==> src/rtl/cls_sel_pkg.sv <==
package cls_sel_pkg;

    // Width needed to hold a count from 0 up to n inclusive.
    function automatic int count_width(input int n);
        return (n < 1) ? 1 : $clog2(n + 1);
    endfunction

    // Width needed to name one of n classes (never below 1).
    function automatic int index_width(input int n);
        return (n < 2) ? 1 : $clog2(n);
    endfunction

    // Default configuration: five classes.
    localparam int DEF_CLASSES    = 5;
    localparam int DEF_GROUP_BITS = 8;

endpackage

==> src/rtl/csel_popcount_tree.sv <==
// Recursive adder tree: splits the bit vector in halves and sums the halves.
module csel_popcount_tree #(
    parameter  int N  = 8,
    localparam int OW = cls_sel_pkg::count_width(N)
) (
    input  logic [N-1:0]  bits_i,
    output logic [OW-1:0] count_o
);
    generate
        if (N == 1) begin : g_leaf
            assign count_o = bits_i;
        end else begin : g_split
            localparam int NL = N / 2;
            localparam int NH = N - NL;
            localparam int WL = cls_sel_pkg::count_width(NL);
            localparam int WH = cls_sel_pkg::count_width(NH);
            logic [WL-1:0] cnt_lo;
            logic [WH-1:0] cnt_hi;

            csel_popcount_tree #(.N(NL)) u_lo (
                .bits_i  (bits_i[NL-1:0]),
                .count_o (cnt_lo)
            );
            csel_popcount_tree #(.N(NH)) u_hi (
                .bits_i  (bits_i[N-1:NL]),
                .count_o (cnt_hi)
            );

            assign count_o = OW'(cnt_lo) + OW'(cnt_hi);
        end
    endgenerate
endmodule

==> src/rtl/csel_count_stage.sv <==
// Stage 1: per-class popcount followed by a register stage.
module csel_count_stage #(
    parameter  int NUM_CLASSES = 5,
    parameter  int GROUP_BITS  = 8,
    localparam int CW          = cls_sel_pkg::count_width(GROUP_BITS),
    localparam int TOTAL_BITS  = NUM_CLASSES * GROUP_BITS
) (
    input  logic                      clk,
    input  logic                      rst,
    input  logic                      in_valid,
    input  logic [TOTAL_BITS-1:0]     in_bits,
    output logic                      cnt_valid,
    output logic [NUM_CLASSES*CW-1:0] cnt_vec
);
    logic [CW-1:0] cnt_next [NUM_CLASSES];
    logic [CW-1:0] cnt_q    [NUM_CLASSES];
    logic          valid_q;

    genvar c;
    generate
        for (c = 0; c < NUM_CLASSES; c++) begin : g_class
            csel_popcount_tree #(.N(GROUP_BITS)) u_tree (
                .bits_i  (in_bits[c*GROUP_BITS +: GROUP_BITS]),
                .count_o (cnt_next[c])
            );

            always_ff @(posedge clk) begin
                if (rst) begin
                    cnt_q[c] <= '0;
                end else if (in_valid) begin
                    cnt_q[c] <= cnt_next[c];
                end
            end

            assign cnt_vec[c*CW +: CW] = cnt_q[c];

            AST_COUNT_BOUND: assert property (@(posedge clk) disable iff (rst)
                valid_q |-> (int'(cnt_q[c]) <= GROUP_BITS));
        end
    endgenerate

    always_ff @(posedge clk) begin
        if (rst) begin
            valid_q <= 1'b0;
        end else begin
            valid_q <= in_valid;
        end
    end

    assign cnt_valid = valid_q;

    AST_STAGE1_FOLLOWS: assert property (@(posedge clk) disable iff (rst)
        in_valid |=> cnt_valid);
    AST_STAGE1_IDLE: assert property (@(posedge clk) disable iff (rst)
        !in_valid |=> !cnt_valid);
endmodule

==> src/rtl/csel_argmax_node.sv <==
// Recursive pairwise comparison tree; the lower-index side wins ties.
module csel_argmax_node #(
    parameter int N    = 5,
    parameter int BASE = 0,
    parameter int IW   = 3,
    parameter int CW   = 4
) (
    input  logic [N*CW-1:0] scores_i,
    output logic [IW-1:0]   idx_o,
    output logic [CW-1:0]   score_o
);
    generate
        if (N == 1) begin : g_leaf
            localparam logic [IW-1:0] MY_IDX = IW'(BASE);
            assign idx_o   = MY_IDX;
            assign score_o = scores_i;
        end else begin : g_pair
            localparam int NL = N / 2;
            localparam int NH = N - NL;
            logic [IW-1:0] idx_lo,   idx_hi;
            logic [CW-1:0] score_lo, score_hi;
            logic          take_hi;

            csel_argmax_node #(.N(NL), .BASE(BASE), .IW(IW), .CW(CW)) u_lo (
                .scores_i (scores_i[NL*CW-1:0]),
                .idx_o    (idx_lo),
                .score_o  (score_lo)
            );
            csel_argmax_node #(.N(NH), .BASE(BASE + NL), .IW(IW), .CW(CW)) u_hi (
                .scores_i (scores_i[N*CW-1:NL*CW]),
                .idx_o    (idx_hi),
                .score_o  (score_hi)
            );

            // Strict compare: equal scores keep the lower-index side.
            assign take_hi = score_hi > score_lo;
            assign idx_o   = take_hi ? idx_hi   : idx_lo;
            assign score_o = take_hi ? score_hi : score_lo;
        end
    endgenerate
endmodule

==> src/rtl/csel_pick_stage.sv <==
// Stage 2: argmax over registered counts followed by the output register.
module csel_pick_stage #(
    parameter  int NUM_CLASSES = 5,
    parameter  int GROUP_BITS  = 8,
    parameter  bit EMIT_SCORE  = 1'b1,
    localparam int CW          = cls_sel_pkg::count_width(GROUP_BITS),
    localparam int IW          = cls_sel_pkg::index_width(NUM_CLASSES)
) (
    input  logic                      clk,
    input  logic                      rst,
    input  logic                      cnt_valid,
    input  logic [NUM_CLASSES*CW-1:0] cnt_vec,
    output logic                      out_valid,
    output logic [IW-1:0]             out_class,
    output logic [CW-1:0]             out_score
);
    typedef struct packed {
        logic [IW-1:0] idx;
        logic [CW-1:0] score;
    } pick_t;

    pick_t pick_comb;
    pick_t pick_q;
    logic  valid_q;

    csel_argmax_node #(.N(NUM_CLASSES), .BASE(0), .IW(IW), .CW(CW)) u_tree (
        .scores_i (cnt_vec),
        .idx_o    (pick_comb.idx),
        .score_o  (pick_comb.score)
    );

    always_ff @(posedge clk) begin
        if (rst) begin
            valid_q <= 1'b0;
            pick_q  <= '0;
        end else begin
            valid_q <= cnt_valid;
            if (cnt_valid) begin
                pick_q <= pick_comb;
            end
        end
    end

    assign out_valid = valid_q;
    assign out_class = pick_q.idx;

    generate
        if (EMIT_SCORE) begin : g_score
            assign out_score = pick_q.score;
        end else begin : g_no_score
            assign out_score = '0;
        end
    endgenerate

    // Checks comparing the chosen result with every registered count.
    genvar i;
    generate
        for (i = 0; i < NUM_CLASSES; i++) begin : g_chk
            logic [CW-1:0] cnt_i;
            assign cnt_i = cnt_vec[i*CW +: CW];

            AST_WINNER_NOT_BELOW: assert property (@(posedge clk) disable iff (rst)
                cnt_valid |=> ($past(cnt_i) <= pick_q.score));
            AST_TIE_LOWEST: assert property (@(posedge clk) disable iff (rst)
                cnt_valid |=> ((int'(pick_q.idx) <= i) || ($past(cnt_i) < pick_q.score)));
        end
    endgenerate

    AST_CLASS_RANGE: assert property (@(posedge clk) disable iff (rst)
        out_valid |-> (int'(out_class) < NUM_CLASSES));
    AST_OUT_FOLLOWS: assert property (@(posedge clk) disable iff (rst)
        cnt_valid |=> out_valid);
    AST_OUT_IDLE: assert property (@(posedge clk) disable iff (rst)
        !cnt_valid |=> !out_valid);
    AST_HOLD_RESULT: assert property (@(posedge clk) disable iff (rst)
        !cnt_valid |=> ($stable(out_class) && $stable(out_score)));
    AST_SCORE_OFF: assert property (@(posedge clk) disable iff (rst)
        !EMIT_SCORE |-> (out_score == '0));
endmodule

==> src/rtl/class_selector.sv <==
module class_selector #(
    parameter  int NUM_CLASSES = cls_sel_pkg::DEF_CLASSES,
    parameter  int GROUP_BITS  = cls_sel_pkg::DEF_GROUP_BITS,
    parameter  bit EMIT_SCORE  = 1'b1,
    localparam int CW          = cls_sel_pkg::count_width(GROUP_BITS),
    localparam int IW          = cls_sel_pkg::index_width(NUM_CLASSES),
    localparam int TOTAL_BITS  = NUM_CLASSES * GROUP_BITS
) (
    input  logic                  clk,
    input  logic                  rst,
    input  logic                  in_valid,
    input  logic [TOTAL_BITS-1:0] in_bits,
    output logic                  out_valid,
    output logic [IW-1:0]         out_class,
    output logic [CW-1:0]         out_score
);
    logic                      cnt_valid;
    logic [NUM_CLASSES*CW-1:0] cnt_vec;

    csel_count_stage #(
        .NUM_CLASSES (NUM_CLASSES),
        .GROUP_BITS  (GROUP_BITS)
    ) u_count (
        .clk       (clk),
        .rst       (rst),
        .in_valid  (in_valid),
        .in_bits   (in_bits),
        .cnt_valid (cnt_valid),
        .cnt_vec   (cnt_vec)
    );

    csel_pick_stage #(
        .NUM_CLASSES (NUM_CLASSES),
        .GROUP_BITS  (GROUP_BITS),
        .EMIT_SCORE  (EMIT_SCORE)
    ) u_pick (
        .clk       (clk),
        .rst       (rst),
        .cnt_valid (cnt_valid),
        .cnt_vec   (cnt_vec),
        .out_valid (out_valid),
        .out_class (out_class),
        .out_score (out_score)
    );

    AST_RESET_QUIET: assert property (@(posedge clk)
        rst |=> (!out_valid && out_class == '0 && out_score == '0));
endmodule

==> config.mk <==
export PLATFORM = sky130hd
export DESIGN_NAME = class_selector
export DESIGN_NICKNAME = d
export VERILOG_FILES = /design/src/rtl/cls_sel_pkg.sv /design/src/rtl/csel_popcount_tree.sv /design/src/rtl/csel_count_stage.sv /design/src/rtl/csel_argmax_node.sv /design/src/rtl/csel_pick_stage.sv /design/src/rtl/class_selector.sv
export SDC_FILE = /design/constraint.sdc
export NUM_CORES = 1
export LEC_CHECK = 0
export ABC_AREA = 1
export CORE_ASPECT_RATIO = 1.75
export CORE_MARGIN = 2
export CORE_UTILIZATION = 53
export DETAILED_ROUTE_END_ITERATION = 12
export GPL_ROUTABILITY_DRIVEN = 0
export GPL_TIMING_DRIVEN = 0
export PLACE_DENSITY = 0.89
export SYNTH_ARGS = -nofsm -noshare
export SYNTH_HDL_FRONTEND = slang
export SYNTH_SLANG_ARGS = --single-unit
==> constraint.sdc <==
create_clock -name clk -period 4.17 [get_ports clk]
set_input_delay 0.834 -clock clk [delete_from_list [all_inputs] [get_ports clk]]
set_output_delay 0.834 -clock clk [all_outputs]
set_load 0.05 [all_outputs]
* Yosys cells after proc, flatten, opt, wreduce, memory -nomap -nowiden
Memories as Yosys holds them, arrays and structs flattened. Index checks and enable logic that the tools add are counted.
Operators by class: $add $sub $neg 35, $lt $le $gt $ge 4, mux-type cells 18, bitwise gates (word level) 5
Operator list (count):
- 1-bit by 1-bit adder with 2-bit output | 20
- 4-bit two-way mux | 9
- 2-bit by 2-bit adder with 3-bit output | 10
- 3-bit by 3-bit adder with 4-bit output | 5
- 4-bit > comparator | 4
- 3-bit two-way mux | 3
- 1-bit two-way mux | 6
- 1-bit OR | 5
Storage, ports and cells: bits in registers 9, RAM bits 20, memories kept 1
Memories:
- u_count.cnt_q | words 5, width 4, rd ports 5, clocked after memory_dff 0, wr ports 5, RTL line csel_count_stage.sv:16 | logic [CW-1:0] cnt_q [NUM_CLASSES];

* Logic depth before layout (Yosys ltp)
An unclocked memory read counts as a cell.
word-level depth 7, mapped depth 31

* By module
A second synthesis with hierarchy kept.
Second synthesis, totals: cell total of the unflattened synthesis 513, area, all modules 3885.0 µm²
Modules (own cells, without submodules):
- csel_count_stage | times used 1, cells an instance 67, area an instance 870.8 µm²
- csel_argmax_node (u_pick.u_tree ...) | times used 4, cells an instance 40, area an instance 211.5 µm²
- csel_popcount_tree (u_count.g_class[0].u_tree.g_split.u_hi ...) | times used 10, cells an instance 7, area an instance 51.3 µm²
- csel_popcount_tree (u_count.g_class[0].u_tree ...) | times used 5, cells an instance 13, area an instance 98.8 µm²
- csel_pick_stage | times used 1, cells an instance 47, area an instance 314.1 µm²
- csel_popcount_tree (u_count.g_class[0].u_tree.g_split.u_hi.g_split.u_hi.g_split.u_hi ...) | times used 40, cells an instance 1, area an instance 7.5 µm²
- csel_popcount_tree (u_count.g_class[0].u_tree.g_split.u_hi.g_split.u_hi ...) | times used 20, cells an instance 1, area an instance 12.5 µm²
- csel_argmax_node (u_pick.u_tree.g_pair.u_hi.g_pair.u_hi.g_pair.u_hi ...) | times used 4, cells an instance 9, area an instance 60.1 µm²
- csel_argmax_node (u_pick.u_tree.g_pair.u_lo.g_pair.u_lo) | times used 1, cells an instance 8, area an instance 56.3 µm²

* Least setup slack after synthesis
Ideal clock, no wire load.
path kind input port to flip-flop, start input in_bits[24], end memory u_count.cnt_q[3][2], data pin, setup time 0.256 ns, arrival time 3.174 ns, data required time 3.914 ns, slack 0.739 ns, stages on the path 9, buffers on the path 0, path through fa_1 > inv_1 > fa_1 > fa_1 > inv_1 > ha_1 > fa_1 > xnor2_1 > nor2_1
RTL lines:
- start: declaration | RTL line class_selector.sv:12 | input logic [TOTAL_BITS-1:0] in_bits,
- end: declaration | RTL line csel_count_stage.sv:16

==> results.ini <==
[sta]
fin_worst_skew_ps=3.48
hold_viol_final=0
drv_slew=0
fmax_ghz=0.268
relSlewSlack=0.505
finalSetupViolations=0
setup-tns-final_ps=0
period_share=0.895
layout_min_cycle_time_ps=3730
grt_setup_unrepaired=false
tightest_slew_ps=740
worst_slack_ps=439

[critical_path]
rr_startpoint=u_count.cnt_q[3][3]$_SDFFCE_PN0P_
startpoint=in_bits[24]
crit_path_start_kind=primary input
rr_endpoint=u_pick.out_score[3]$_SDFFE_PP0P_
ff2ff_setup_slack_ps=650
reg2regPathDepth=28
critPathMaxFanout=2
worst_setup_path_end_kind=register
worst_ep_arrival_time_ps=3770
required_ps=4200
crit_type=in2reg

[hold_path]
hold_class=reg2reg
min_path_cells=2
whs_endpoint=u_pick.out_score[0]$_SDFFE_PP0P_
min-delay-start=u_pick.out_score[0]$_SDFFE_PP0P_

[flow_run]
cap_violations=0

[floorplan]
start_util=0.541
io-pin-count=51
die_h_um=97.5
rows=34
core_um2=4890
dieArea_um2=5600
fp.dieW_um=57.4

[final_layout]
fill_cells=367
stdcell_area_um2=3310
n_antenna_cell=0
drive_gt1_frac=0.0963
final_nets=467
area_growth_pct=25.1
multi_input_area_um2=1500
seq_area_um2=781

[logic_synthesis]
synth_top_area_cell=edfxtp_1
netlist_instances=317
synthTopCellsByArea=edfxtp_1 23%, fa_1 15%, ha_1 15%, inv_1 12%, nand2_1 7.1%
yosys_warnings=0
synth-seq-cells=29
synth_area_um2=2650
synth_nets=411
syn_avg_cell_area_um2=8.36
synthDistinctLibCells=29
ys_seq_area_frac=0.295
synth_top_area_frac=0.227

[routing]
wirelength_um=4760
vias_per_cell=4.89
wl_per_cell_um=11.1
final_antenna_net_count=0
vias=2091
first_iter_violations=67
drc=0
dr.pass1.iters=4

[status]
outcome=finished clean

[clocking]
post_cts_buffers=0
cts_tree=yes
numCtsBuffers=5
hold_buffers=0
root_buffer=clkbuf_8
cts-resized-gates=0
htreeDepth=2
cts.clk_slew.worst_paths_ps=60
clk_latency_ps=280
clock_path_buffers=2
cts.sinks=29

[pwr]
p_int_w=0.000930
p_sw_w=0.000744
p_clk_frac=0.170
leakagePower_nw=1.66
sw_frac_of_total=0.444
ir_drop_mv=0.433
p_per_area_nw_per_um2=505
p_comb_frac=0.597
sequentialPowerShare=0.233

[placed_design]
place_area_um2=3210
hpwl_um=4050
post-place-ws_ps=132
io_buffers=49

[global_route]
grt_pass1_vias=2148
grt_start_max_net_pins=21
grt_pass1_wl_um=8360
track_usage=0.188
grt.overflow.total=0
antenna_found_initial=0

power groups by stage:
stage | sequential [W] | combinational [W] | clock [W]
floorplan | 0.000462 | 0.000683 | 0
global placement | 0.000393 | 0.000948 | 0
detailed placement | 0.000395 | 0.000990 | 0
CTS | 0.000390 | 0.00100 | 0.000283
global route | 0.000394 | 0.00114 | 0.000295
finish | 0.000390 | 0.00100 | 0.000284
final cells by class:
cell class,count,area share
clock buffer,6,0.0219
clock inverter,2,0.0102
tap,54,0.0204
timing repair buffer,49,0.148
inverter,95,0.108
sequential,29,0.236
multi-input combinational,191,0.453
buffer,2,0.00302
stage by stage:
| step | util | instances | hold WS, ps | total power, W |
|---|---|---|---|---|
| 6_report | 0.677 | 428 | 477 | 0.00167 |
| 5_1_grt | 0.677 | 428 | 500 | 0.00183 |
| 4_1_cts | 0.677 | 428 | 479 | 0.00167 |
| 3_5_place_dp | 0.655 | 420 | 456 | 0.00139 |
| 3_3_place_gp | 0.655 | 420 | 452 | 0.00134 |
| 2_1_floorplan | - | 317 | 517 | 0.00115 |
worst max-delay path by stage:
stage                                        end  slack, ps
2_1_floorplan  u_count.cnt_q[3][2]$_SDFFCE_PN0P_        740
3_3_place_gp   u_count.cnt_q[3][2]$_SDFFCE_PN0P_        210
3_5_place_dp   u_count.cnt_q[3][2]$_SDFFCE_PN0P_        130
4_1_cts        u_count.cnt_q[3][2]$_SDFFCE_PN0P_        430
5_1_grt        u_count.cnt_q[3][2]$_SDFFCE_PN0P_        280
6_report       u_count.cnt_q[3][2]$_SDFFCE_PN0P_        440
sequential cells by signal, summed over array words and instances (netlist names):
register           flops
u_count.cnt_q         20
u_count.cnt_valid      1
u_pick.out_class       3
u_pick.out_score       4
u_pick.out_valid       1
routing by layer:
layer  wire [um]  global-route usage  vias up  share of wire
li1            -                   -     1068              -
met1        1610               0.177      944           0.34
met2        2820               0.369       62           0.59
met3         182              0.0333       17          0.038
met4         144              0.0787        0          0.030
met5           0                   0        -              0
critical path, stage by stage:
cell and delay [ps]:
clkdlybuf4s50_1 430, fa_1 540, inv_1 50, fa_1 450, fa_1 490, inv_1 40
ha_1 210, fa_1 440, xnor2_1 220, nor2_1 60
placed cells by master (no fill, tap or decap), types with 2 or more instances in the layout:
master,count
a21oi_1,11
nor2_1,22
nand3_1,22
buf_2,2
xor2_1,3
nand2_1,50
inv_1,85
clkdlybuf4s50_1,49
inv_2,8
clkbuf_8,5
fa_1,20
a21oi_2,5
ha_1,31
clkinv_1,3
nand2_2,8
o21ai_0,2
and2_1,4
nand2_4,2
dfxtp_1,9
edfxtp_1,20
cell families after synthesis:
group / Yosys count / synth area share
adder cells (fa/ha/maj): 51 / 0.298
buffers and inverters: 97 / 0.138
flip-flops: 29 / 0.295
AND/OR/NAND/NOR: 114 / 0.202
XOR/XNOR: 4 / 0.0132
AO/OA/AOI/OAI: 22 / 0.0543
cells in the mapped netlist, drive strengths merged:
cell    count
xnor2       1
inv        93
buf         2
ha         31
edfxtp     20
fa         20
clkinv      2
and2        4
o21bai      1
nor2       24
a31oi       1
nand2      60
xor2        3
o21ai       3
nand4       1
nor3        1
dfxtp       9
a21oi      17
nand3      24
Power figures use the tool's default switching activity.
